<file path="config.mk">
export PLATFORM = sky130hd
export DESIGN_NAME = mbist_seq
export DESIGN_NICKNAME = d
export VERILOG_FILES = /design/src/rtl/mbist_pkg.sv /design/src/rtl/mbist_algo_table.sv /design/src/rtl/mbist_addr_gen.sv /design/src/rtl/mbist_compare.sv /design/src/rtl/mbist_seq.sv
export SDC_FILE = /design/constraint.sdc
export NUM_CORES = 1
export LEC_CHECK = 0
export BUFFER_PORTS_ARGS = -buffer_cell sky130_fd_sc_hd__buf_2
export CORE_MARGIN = 1
export CORE_UTILIZATION = 49
export CTS_BUF_LIST = sky130_fd_sc_hd__clkbuf_8
export DETAILED_ROUTE_END_ITERATION = 8
export PLACE_DENSITY = 0.77
export SETUP_SLACK_MARGIN = 0.02
export SKIP_CTS_REPAIR_TIMING = 1
export SYNTH_ARGS = -nofsm -noshare
export SYNTH_HDL_FRONTEND = slang
export SYNTH_SLANG_ARGS = --single-unit
</file>
<file path="constraint.sdc">
create_clock -name clk -period 3.7 [get_ports clk]
set_input_delay 0.925 -clock clk [delete_from_list [all_inputs] [get_ports clk]]
set_output_delay 0.925 -clock clk [all_outputs]
set_load 0.01 [all_outputs]
</file>
<file path="src/rtl/mbist_pkg.sv">
package mbist_pkg;
    timeunit 1ns;
    timeprecision 1ps;

    typedef enum logic [2:0] {
        ALG_INIT   = 3'd0,
        ALG_RDCHK  = 3'd1,
        ALG_SCAN   = 3'd2,
        ALG_MATS   = 3'd3,
        ALG_MARCHC = 3'd4
    } algo_e;

    typedef enum logic [1:0] {
        ST_IDLE  = 2'd0,
        ST_RUN   = 2'd1,
        ST_CHECK = 2'd2
    } state_e;

    localparam logic [3:0] CMD_WR    = 4'h1;
    localparam logic [3:0] CMD_RDCHK = 4'h3;
    localparam int         ELEM_W    = 3;

    // one operation: read-compare flag and inverted-data flag
    typedef struct packed {
        logic rd;
        logic inv;
    } op_t;

    // one march element: direction, second-operation flag, two operations
    typedef struct packed {
        logic down;
        logic two;
        op_t  op0;
        op_t  op1;
    } elem_t;

    localparam op_t OP_WD = 2'b00;
    localparam op_t OP_WI = 2'b01;
    localparam op_t OP_RD = 2'b10;
    localparam op_t OP_RI = 2'b11;

    function automatic elem_t mk(input logic down, input logic two,
                                 input op_t a, input op_t b);
        elem_t e;
        e.down = down;
        e.two  = two;
        e.op0  = a;
        e.op1  = b;
        return e;
    endfunction

    function automatic elem_t elem_of(input algo_e a, input logic [ELEM_W-1:0] i);
        elem_t e;
        e = '0;
        case (a)
            ALG_INIT:  e = mk(1'b0, 1'b0, OP_WD, OP_WD);
            ALG_RDCHK: e = mk(1'b0, 1'b0, OP_RD, OP_RD);
            ALG_SCAN: begin
                case (i)
                    3'd0:    e = mk(1'b0, 1'b0, OP_WD, OP_WD);
                    3'd1:    e = mk(1'b0, 1'b0, OP_RD, OP_RD);
                    3'd2:    e = mk(1'b0, 1'b0, OP_WI, OP_WI);
                    default: e = mk(1'b0, 1'b0, OP_RI, OP_RI);
                endcase
            end
            ALG_MATS: begin
                case (i)
                    3'd0:    e = mk(1'b0, 1'b0, OP_WD, OP_WD);
                    3'd1:    e = mk(1'b0, 1'b1, OP_RD, OP_WI);
                    default: e = mk(1'b1, 1'b1, OP_RI, OP_WD);
                endcase
            end
            ALG_MARCHC: begin
                case (i)
                    3'd0:    e = mk(1'b0, 1'b0, OP_WD, OP_WD);
                    3'd1:    e = mk(1'b0, 1'b1, OP_RD, OP_WI);
                    3'd2:    e = mk(1'b0, 1'b1, OP_RI, OP_WD);
                    3'd3:    e = mk(1'b1, 1'b1, OP_RD, OP_WI);
                    3'd4:    e = mk(1'b1, 1'b1, OP_RI, OP_WD);
                    default: e = mk(1'b1, 1'b0, OP_RD, OP_RD);
                endcase
            end
            default: e = '0;
        endcase
        return e;
    endfunction

    function automatic logic [ELEM_W-1:0] last_elem(input algo_e a);
        case (a)
            ALG_SCAN:   return 3'd3;
            ALG_MATS:   return 3'd2;
            ALG_MARCHC: return 3'd5;
            default:    return 3'd0;
        endcase
    endfunction

    function automatic logic algo_ok(input logic [2:0] a);
        return a <= 3'd4;
    endfunction

    function automatic logic [3:0] cmd_needed(input algo_e a);
        return (a == ALG_RDCHK) ? CMD_RDCHK : CMD_WR;
    endfunction

    function automatic logic [3:0] cmd_of(input op_t o);
        return o.rd ? CMD_RDCHK : CMD_WR;
    endfunction
endpackage

</file>
<file path="src/rtl/mbist_algo_table.sv">
module mbist_algo_table
    import mbist_pkg::*;
(
    input  algo_e              algo,
    input  logic [ELEM_W-1:0]  idx,
    output elem_t              el,
    output logic [ELEM_W-1:0]  last_idx
);
    timeunit 1ns;
    timeprecision 1ps;

    always_comb begin
        el       = elem_of(algo, idx);
        last_idx = last_elem(algo);
    end
endmodule

</file>
<file path="src/rtl/mbist_addr_gen.sv">
module mbist_addr_gen #(
    parameter int AW = 6
) (
    input  logic          clk,
    input  logic          rst,
    input  logic          load,
    input  logic          inc,
    input  logic          dec,
    input  logic [AW-1:0] load_val,
    output logic [AW-1:0] addr
);
    timeunit 1ns;
    timeprecision 1ps;

    localparam logic [AW-1:0] ONE = AW'(1);

    always_ff @(posedge clk) begin
        if (rst)
            addr <= '0;
        else if (load)
            addr <= load_val;
        else if (inc)
            addr <= addr + ONE;
        else if (dec)
            addr <= addr - ONE;
    end

    // only one address action per cycle
    p_single_action_r3: assert property (@(posedge clk) disable iff (rst)
        !(load && (inc || dec)) && !(inc && dec));
endmodule

</file>
<file path="src/rtl/mbist_compare.sv">
module mbist_compare #(
    parameter int DW = 16
) (
    input  logic          en,
    input  logic          inv,
    input  logic [DW-1:0] bg,
    input  logic [DW-1:0] rdata,
    output logic          mismatch
);
    timeunit 1ns;
    timeprecision 1ps;

    logic [DW-1:0] expect_w;
    logic [DW-1:0] diff;

    always_comb begin
        expect_w = inv ? ~bg : bg;
        diff     = expect_w ^ rdata;
        mismatch = en && (|diff);
    end
endmodule

</file>
<file path="src/rtl/mbist_seq.sv">
module mbist_seq
    import mbist_pkg::*;
#(
    parameter int AW = 6,
    parameter int DW = 16
) (
    input  logic          clk,
    input  logic          rst,
    input  logic          start,
    input  logic [2:0]    algo_sel,
    input  logic [AW-1:0] start_addr,
    input  logic [AW-1:0] end_addr,
    input  logic [DW-1:0] background,
    input  logic [3:0]    init_cmd,
    output logic [AW-1:0] mem_addr,
    output logic [DW-1:0] mem_wdata,
    output logic          mem_we,
    output logic          mem_re,
    input  logic [DW-1:0] mem_rdata,
    output logic          busy,
    output logic          done,
    output logic          fail,
    output logic          cmd_err,
    output logic [2:0]    step_elem,
    output logic          step_op,
    output logic [AW-1:0] step_addr,
    output logic [3:0]    step_cmd
);
    timeunit 1ns;
    timeprecision 1ps;

    state_e              state_q;
    algo_e               algo_q;
    logic [ELEM_W-1:0]   elem_q;
    logic                op_q;
    logic [AW-1:0]       lo_q, hi_q;
    logic [DW-1:0]       bg_q;
    logic                done_q, fail_q, err_q;
    logic [AW-1:0]       addr_q;

    elem_t               cur_el, nxt_el;
    logic [ELEM_W-1:0]   cur_last, nxt_last;
    algo_e               nxt_algo;
    logic [ELEM_W-1:0]   nxt_idx;
    op_t                 cur_op;

    logic accept, cmd_ok, range_ok, launch;
    logic last_op, at_last, adv, finish, mismatch;
    logic ag_load, ag_inc, ag_dec;
    logic [AW-1:0] ag_val;

    // start qualification
    always_comb begin
        accept   = start && (state_q == ST_IDLE);
        cmd_ok   = algo_ok(algo_sel) && (init_cmd == cmd_needed(algo_e'(algo_sel)));
        range_ok = (start_addr <= end_addr);
        launch   = accept && cmd_ok && range_ok;
    end

    // element lookup: current, and next (or first on launch)
    mbist_algo_table u_cur_tbl (
        .algo     (algo_q),
        .idx      (elem_q),
        .el       (cur_el),
        .last_idx (cur_last)
    );

    always_comb begin
        nxt_algo = (state_q == ST_IDLE) ? algo_e'(algo_sel) : algo_q;
        nxt_idx  = (state_q == ST_IDLE) ? '0 : elem_q + 3'd1;
    end

    mbist_algo_table u_nxt_tbl (
        .algo     (nxt_algo),
        .idx      (nxt_idx),
        .el       (nxt_el),
        .last_idx (nxt_last)
    );

    // step decode
    always_comb begin
        cur_op  = op_q ? cur_el.op1 : cur_el.op0;
        last_op = (op_q == cur_el.two);
        at_last = cur_el.down ? (addr_q == lo_q) : (addr_q == hi_q);
        adv     = ((state_q == ST_RUN) && !cur_op.rd) ||
                  ((state_q == ST_CHECK) && !mismatch);
        finish  = adv && last_op && at_last && (elem_q == cur_last);
    end

    mbist_compare #(.DW(DW)) u_cmp (
        .en       (state_q == ST_CHECK),
        .inv      (cur_op.inv),
        .bg       (bg_q),
        .rdata    (mem_rdata),
        .mismatch (mismatch)
    );

    // address control
    always_comb begin
        ag_load = launch || (adv && last_op && at_last && !finish);
        ag_inc  = adv && last_op && !at_last && !cur_el.down;
        ag_dec  = adv && last_op && !at_last &&  cur_el.down;
        if (launch)
            ag_val = nxt_el.down ? end_addr : start_addr;
        else
            ag_val = nxt_el.down ? hi_q : lo_q;
    end

    mbist_addr_gen #(.AW(AW)) u_addr (
        .clk      (clk),
        .rst      (rst),
        .load     (ag_load),
        .inc      (ag_inc),
        .dec      (ag_dec),
        .load_val (ag_val),
        .addr     (addr_q)
    );

    // sequencing state
    always_ff @(posedge clk) begin
        if (rst) begin
            state_q <= ST_IDLE;
            algo_q  <= ALG_INIT;
            elem_q  <= '0;
            op_q    <= 1'b0;
            lo_q    <= '0;
            hi_q    <= '0;
            bg_q    <= '0;
            done_q  <= 1'b0;
            fail_q  <= 1'b0;
            err_q   <= 1'b0;
        end else if (accept) begin
            done_q <= cmd_ok && !range_ok;
            fail_q <= 1'b0;
            err_q  <= !cmd_ok;
            if (launch) begin
                state_q <= ST_RUN;
                algo_q  <= algo_e'(algo_sel);
                elem_q  <= '0;
                op_q    <= 1'b0;
                lo_q    <= start_addr;
                hi_q    <= end_addr;
                bg_q    <= background;
            end
        end else if ((state_q == ST_RUN) && cur_op.rd) begin
            state_q <= ST_CHECK;
        end else if (mismatch) begin
            fail_q  <= 1'b1;
            state_q <= ST_IDLE;
        end else if (adv) begin
            if (!last_op) begin
                op_q <= 1'b1;
            end else begin
                op_q <= 1'b0;
                if (at_last && !finish)
                    elem_q <= elem_q + 3'd1;
            end
            if (finish) begin
                done_q  <= 1'b1;
                state_q <= ST_IDLE;
            end else begin
                state_q <= ST_RUN;
            end
        end
    end

    // outputs
    always_comb begin
        busy      = (state_q != ST_IDLE);
        done      = done_q;
        fail      = fail_q;
        cmd_err   = err_q;
        mem_addr  = addr_q;
        mem_we    = (state_q == ST_RUN) && !cur_op.rd;
        mem_re    = (state_q == ST_RUN) &&  cur_op.rd;
        mem_wdata = cur_op.inv ? ~bg_q : bg_q;
        step_elem = elem_q;
        step_op   = op_q;
        step_addr = addr_q;
        step_cmd  = cmd_of(cur_op);
    end

    // no overlapping or idle accesses
    p_excl_access_r11: assert property (@(posedge clk) disable iff (rst)
        !(mem_we && mem_re));
    p_idle_quiet_r11: assert property (@(posedge clk) disable iff (rst)
        !busy |-> (!mem_we && !mem_re));
    // address inside the latched window
    p_in_window_r3: assert property (@(posedge clk) disable iff (rst)
        busy |-> (addr_q >= lo_q) && (addr_q <= hi_q));
    // address holds between operations of one element
    p_same_cell_r2: assert property (@(posedge clk) disable iff (rst)
        (busy && !last_op) |=> $stable(addr_q));
    // a compare cycle follows a read issue
    p_check_after_read_r9: assert property (@(posedge clk) disable iff (rst)
        (state_q == ST_CHECK) |-> $past(mem_re));
    // step state frozen after a halt
    p_halt_hold_r6: assert property (@(posedge clk) disable iff (rst)
        (fail && !start) |=> fail && $stable(step_addr) && $stable(step_elem)
                             && $stable(step_op) && $stable(step_cmd));
    // outcome flags exclusive
    p_flags_excl_r8: assert property (@(posedge clk) disable iff (rst)
        !(done && fail));
    // rejected start never runs
    p_err_idle_r5: assert property (@(posedge clk) disable iff (rst)
        cmd_err |-> !busy);
endmodule

</file>
==> qor.tcl <==
set qor(power_uw) 997
set qor(die_w_um) 85.2
set qor(place.port_buffers) 92
set qor(grt_use_total_pct) 25.6
set qor(routed_wire_length_um) 9190
set qor(cp_data_required_time_ns) 3.95
set qor(seq_total_area_yosys_pct) 27.2
set qor(floorplan.initialDensity_pct) 52.2
set qor(top_level_ports) 96
set qor(outcome) {complete, no violations}
set qor(initialDrtViolationCount) 262
set qor(design.final.nets) 601
set qor(grt_setup_unrepaired) {yes}
set qor(cellLeakagePower_nw) 1.90
set qor(relSlewSlack_pct) 43.2
set qor(drv_cap) 0
set qor(number_of_inserted_diodes) 0
set qor(internal_cell_power_uw) 724
set qor(timing.hold.worst.class) {reg -> reg}
set qor(finalSetupViolCount) 0
set qor(grt_pass1_wl_um) 15100
set qor(critPathKind) {reg -> reg}
set qor(yosys_most_used_dff) {dfxtp_1}
set qor(report.final.hold_viol_count) 0
set qor(drive_gt1_share_pct) 32.7
set qor(cp_data_arrival_time_ns) 3.85
set qor(power.share.clock_pct) 33.4
set qor(p_per_area_mw_per_mm2) 233
set qor(min_period_ns) 3.60
set qor(worstMarginPinSlew_ns) 0.852
set qor(slew_viol_final) 0
set qor(floorplan_die_area_sq_mm) 0.00725
set qor(core_sq_mm) 0.00649
set qor(path_clk_slew_ns) 0.09
set qor(maximum_number_of_pins_on_one_net_before_global_route_repair) 45
set qor(synthesis.yosys.warnings) 0
set qor(postRouteAntennaNets) 0
set qor(placed_cells_incl_taps) 593
set qor(drt-wirelength-per-cell_um) 15.1
set qor(tritoncts_clock_tree) {yes}
set qor(end_kind) {register}
set qor(global_route.overflow_total) 0
set qor(std_cell_rows) 29
set qor(grt_antenna_before_repair) 0
set qor(cts_root_buffer) {clkbuf_8}
set qor(switching_share_pct) 27.4
set qor(clk-insertion-delay-late_ns) 0.30
set qor(post_synth_num_cell_types) 67
set qor(area.growth.synth_to_final_pct) 26.1
set qor(tritoncts_num_sinks) 46
set qor(layout_worst_path_cycle_share_pct) 97.2
set qor(dpl.hpwl_um) 6890
set qor(post_synth_instance_area_sq_mm) 0.00339
set qor(pwr-share-comb_pct) 15.7
set qor(synth_edf_count) 0
set qor(synth_area_per_cell_sq_um) 7.90
set qor(net-switching-power_uw) 273
set qor(timing.reg2reg.setup_slack_ns) 0.10
set qor(finalNonFillerCells) 609
set qor(netlist_instances) 429
set qor(postSynth.asyncResetShare_pct) 0
set qor(worst_slack_ns) 0.105
set qor(grt_pass1_vias) 3229
set qor(filler_instances) 558
set qor(htree_num_levels) 2
set qor(max_ir_drop_vdd_uv) 179
set qor(critical_path.startpoint_type) {register}
set qor(tritonroute_pass_1_iters) 4
set qor(post-route-drc-count) 0
set qor(synth.ff_latch_count) 46
set qor(max-clock-path-buffers) 2
set qor(fin_skew_ns) 0.00331
set qor(via_count) 3421
set qor(max_clock_freq_mhz) 278
set qor(gp_routability_congestion) 0.902
set qor(die-height_um) 85.2
set qor(power.sequential.fraction_pct) 50.9
set qor(cts_made_buffers) 5
set qor(path_max_fanout) 6
set qor(dp_worst_setup_slack_ns) -0.240
set qor(vias_per_cell) 5.62
[final timing paths]
kind | start | end | cells past startpoint
worst max-delay path | step_elem[0] | u_addr.addr[5] | 18
worst min-delay path | lo_q[0] | lo_q[0] | 2
worst max register to register | step_elem[0] | u_addr.addr[5] | 18
worst min register to register | lo_q[0] | lo_q[0] | 2
[kinds of logic (layout without fill, tap and decap cells)]
family / after synthesis / after routing / synth area share (%)
and+or+nand+nor: 159 / 159 / 23.3
AOI/OAI and AO/OA: 95 / 95 / 19.6
buffers and inverters: 51 / 153 / 7.31
xor gates and xnor gates: 46 / 46 / 11.9
DFF: 46 / 46 / 27.2
adders and majority gates: 16 / 16 / 6.13
muxes: 14 / 14 / 4.43
other: 2 / 3 / 0.222
[through the flow]
step | cell area (sq um) | setup TNS, ns | utilization [%] | hold WS, ns
after floorplan | 3450 | 0 | - | 0.454
after global placement | 4030 | -0.193 | 62.0 | 0.464
after detailed placement | 4030 | -0.422 | 62.0 | 0.481
after CTS | 4120 | -1.36 | 63.4 | 0.494
after global routing | 4270 | -0.145 | 65.8 | 0.525
final | 4270 | 0 | 65.8 | 0.493
[cells in the mapped netlist, drive strengths merged (3+ instances only)]
| cell | number | area share (%) |
|---|---|---|
| a21o | 6 | 1.3 |
| a21oi | 42 | 6.3 |
| a221oi | 6 | 1.7 |
| a31oi | 3 | 0.55 |
| and2 | 6 | 1.1 |
| and3b | 3 | 0.78 |
| buf | 15 | 3.3 |
| clkbuf | 15 | 1.7 |
| dfxtp | 46 | 27 |
| ha | 15 | 5.5 |
| inv | 21 | 2.3 |
| mux2 | 5 | 1.8 |
| mux2i | 9 | 2.7 |
| nand2 | 71 | 7.9 |
| nand2b | 4 | 0.74 |
| nand3 | 7 | 1.0 |
| nand4 | 6 | 1.1 |
| nor2 | 25 | 2.8 |
| nor2b | 6 | 1.1 |
| nor3 | 7 | 1.4 |
| nor4 | 6 | 1.3 |
| o21ai | 9 | 1.3 |
| o21bai | 3 | 0.66 |
| or2 | 6 | 1.1 |
| xnor2 | 41 | 11 |
| xor2 | 5 | 1.3 |
[power groups by stage]
stage / registers [mW] / clock network (mW) / logic [mW]
after global placement: 0.519 / 0 / 0.148
after floorplan: 0.518 / 0 / 0.0910
final: 0.508 / 0.333 / 0.157
after global routing: 0.509 / 0.357 / 0.174
after CTS: 0.507 / 0.337 / 0.152
after detailed placement: 0.519 / 0 / 0.151
[layout make-up]
class                      instances  area (sq um)  share of cell area [%]
clock buffer                       6          82.6                    1.93
clock inverter                     2          11.3                   0.263
inverter                          21          83.8                    1.96
multi-input combinational        333          2370                    55.4
sequential                        46           928                    21.7
tap                               77          96.3                    2.25
timing repair buffer             124           704                    16.5
[state kept, by name, indices dropped and copies added (netlist names)]
| signal | flops |
|---|---|
| done | 1 |
| u_addr.addr | 6 |
| fail | 1 |
| hi_q | 6 |
| step_elem | 3 |
| algo_q | 3 |
| cmd_err | 1 |
| lo_q | 6 |
| step_op | 1 |
| state_q | 2 |
| bg_q | 16 |
[worst max-delay path: stages, from the launching register on]
cell and delay [ns]:
dfxtp_4 0.42, inv_6 0.06, ha_4 0.17, mux2_4 0.27
a32o_2 0.26, a2111oi_4 0.32, buf_4 0.19, nor4_4 0.05
a211oi_4 0.32, nor3_4 0.07, nand3_2 0.12, ha_1 0.25
a21o_1 0.19, a21oi_2 0.13, o21bai_1 0.09, a21oi_2 0.13
xnor2_1 0.09, a221oi_2 0.25, o31a_1 0.16
[cells in the final DEF (no fill, tap or decap), types with 3 or more instances in the layout]
master	instances
buf_2	92
nand2_1	71
dfxtp_1	44
xnor2_1	41
a21oi_1	38
buf_4	31
nor2_1	25
inv_1	18
ha_1	12
o21ai_0	9
mux2i_1	9
and2_1	6
nor2b_1	6
nand4_1	6
a21o_1	6
nand3_1	6
clkbuf_8	6
or2_2	5
xor2_1	5
nor3_1	4
nand2b_1	4
a21oi_2	4
mux2_2	4
and3b_1	3
a221oi_1	3
nor4_1	3
a221oi_2	3
a31oi_1	3
ha_4	3
conb_1	3
[layer usage]
| layer | wire [um] | GRT usage, % | part of all wire [%] |
|---|---|---|---|
| met5 | 0 | 0 | 0 |
| met4 | 159 | 8.63 | 1.7 |
| met3 | 501 | 3.21 | 5.5 |
| met2 | 4480 | 41.6 | 49 |
| met1 | 4050 | 35.1 | 44 |
No activity file was read; power rests on OpenSTA's default activity.
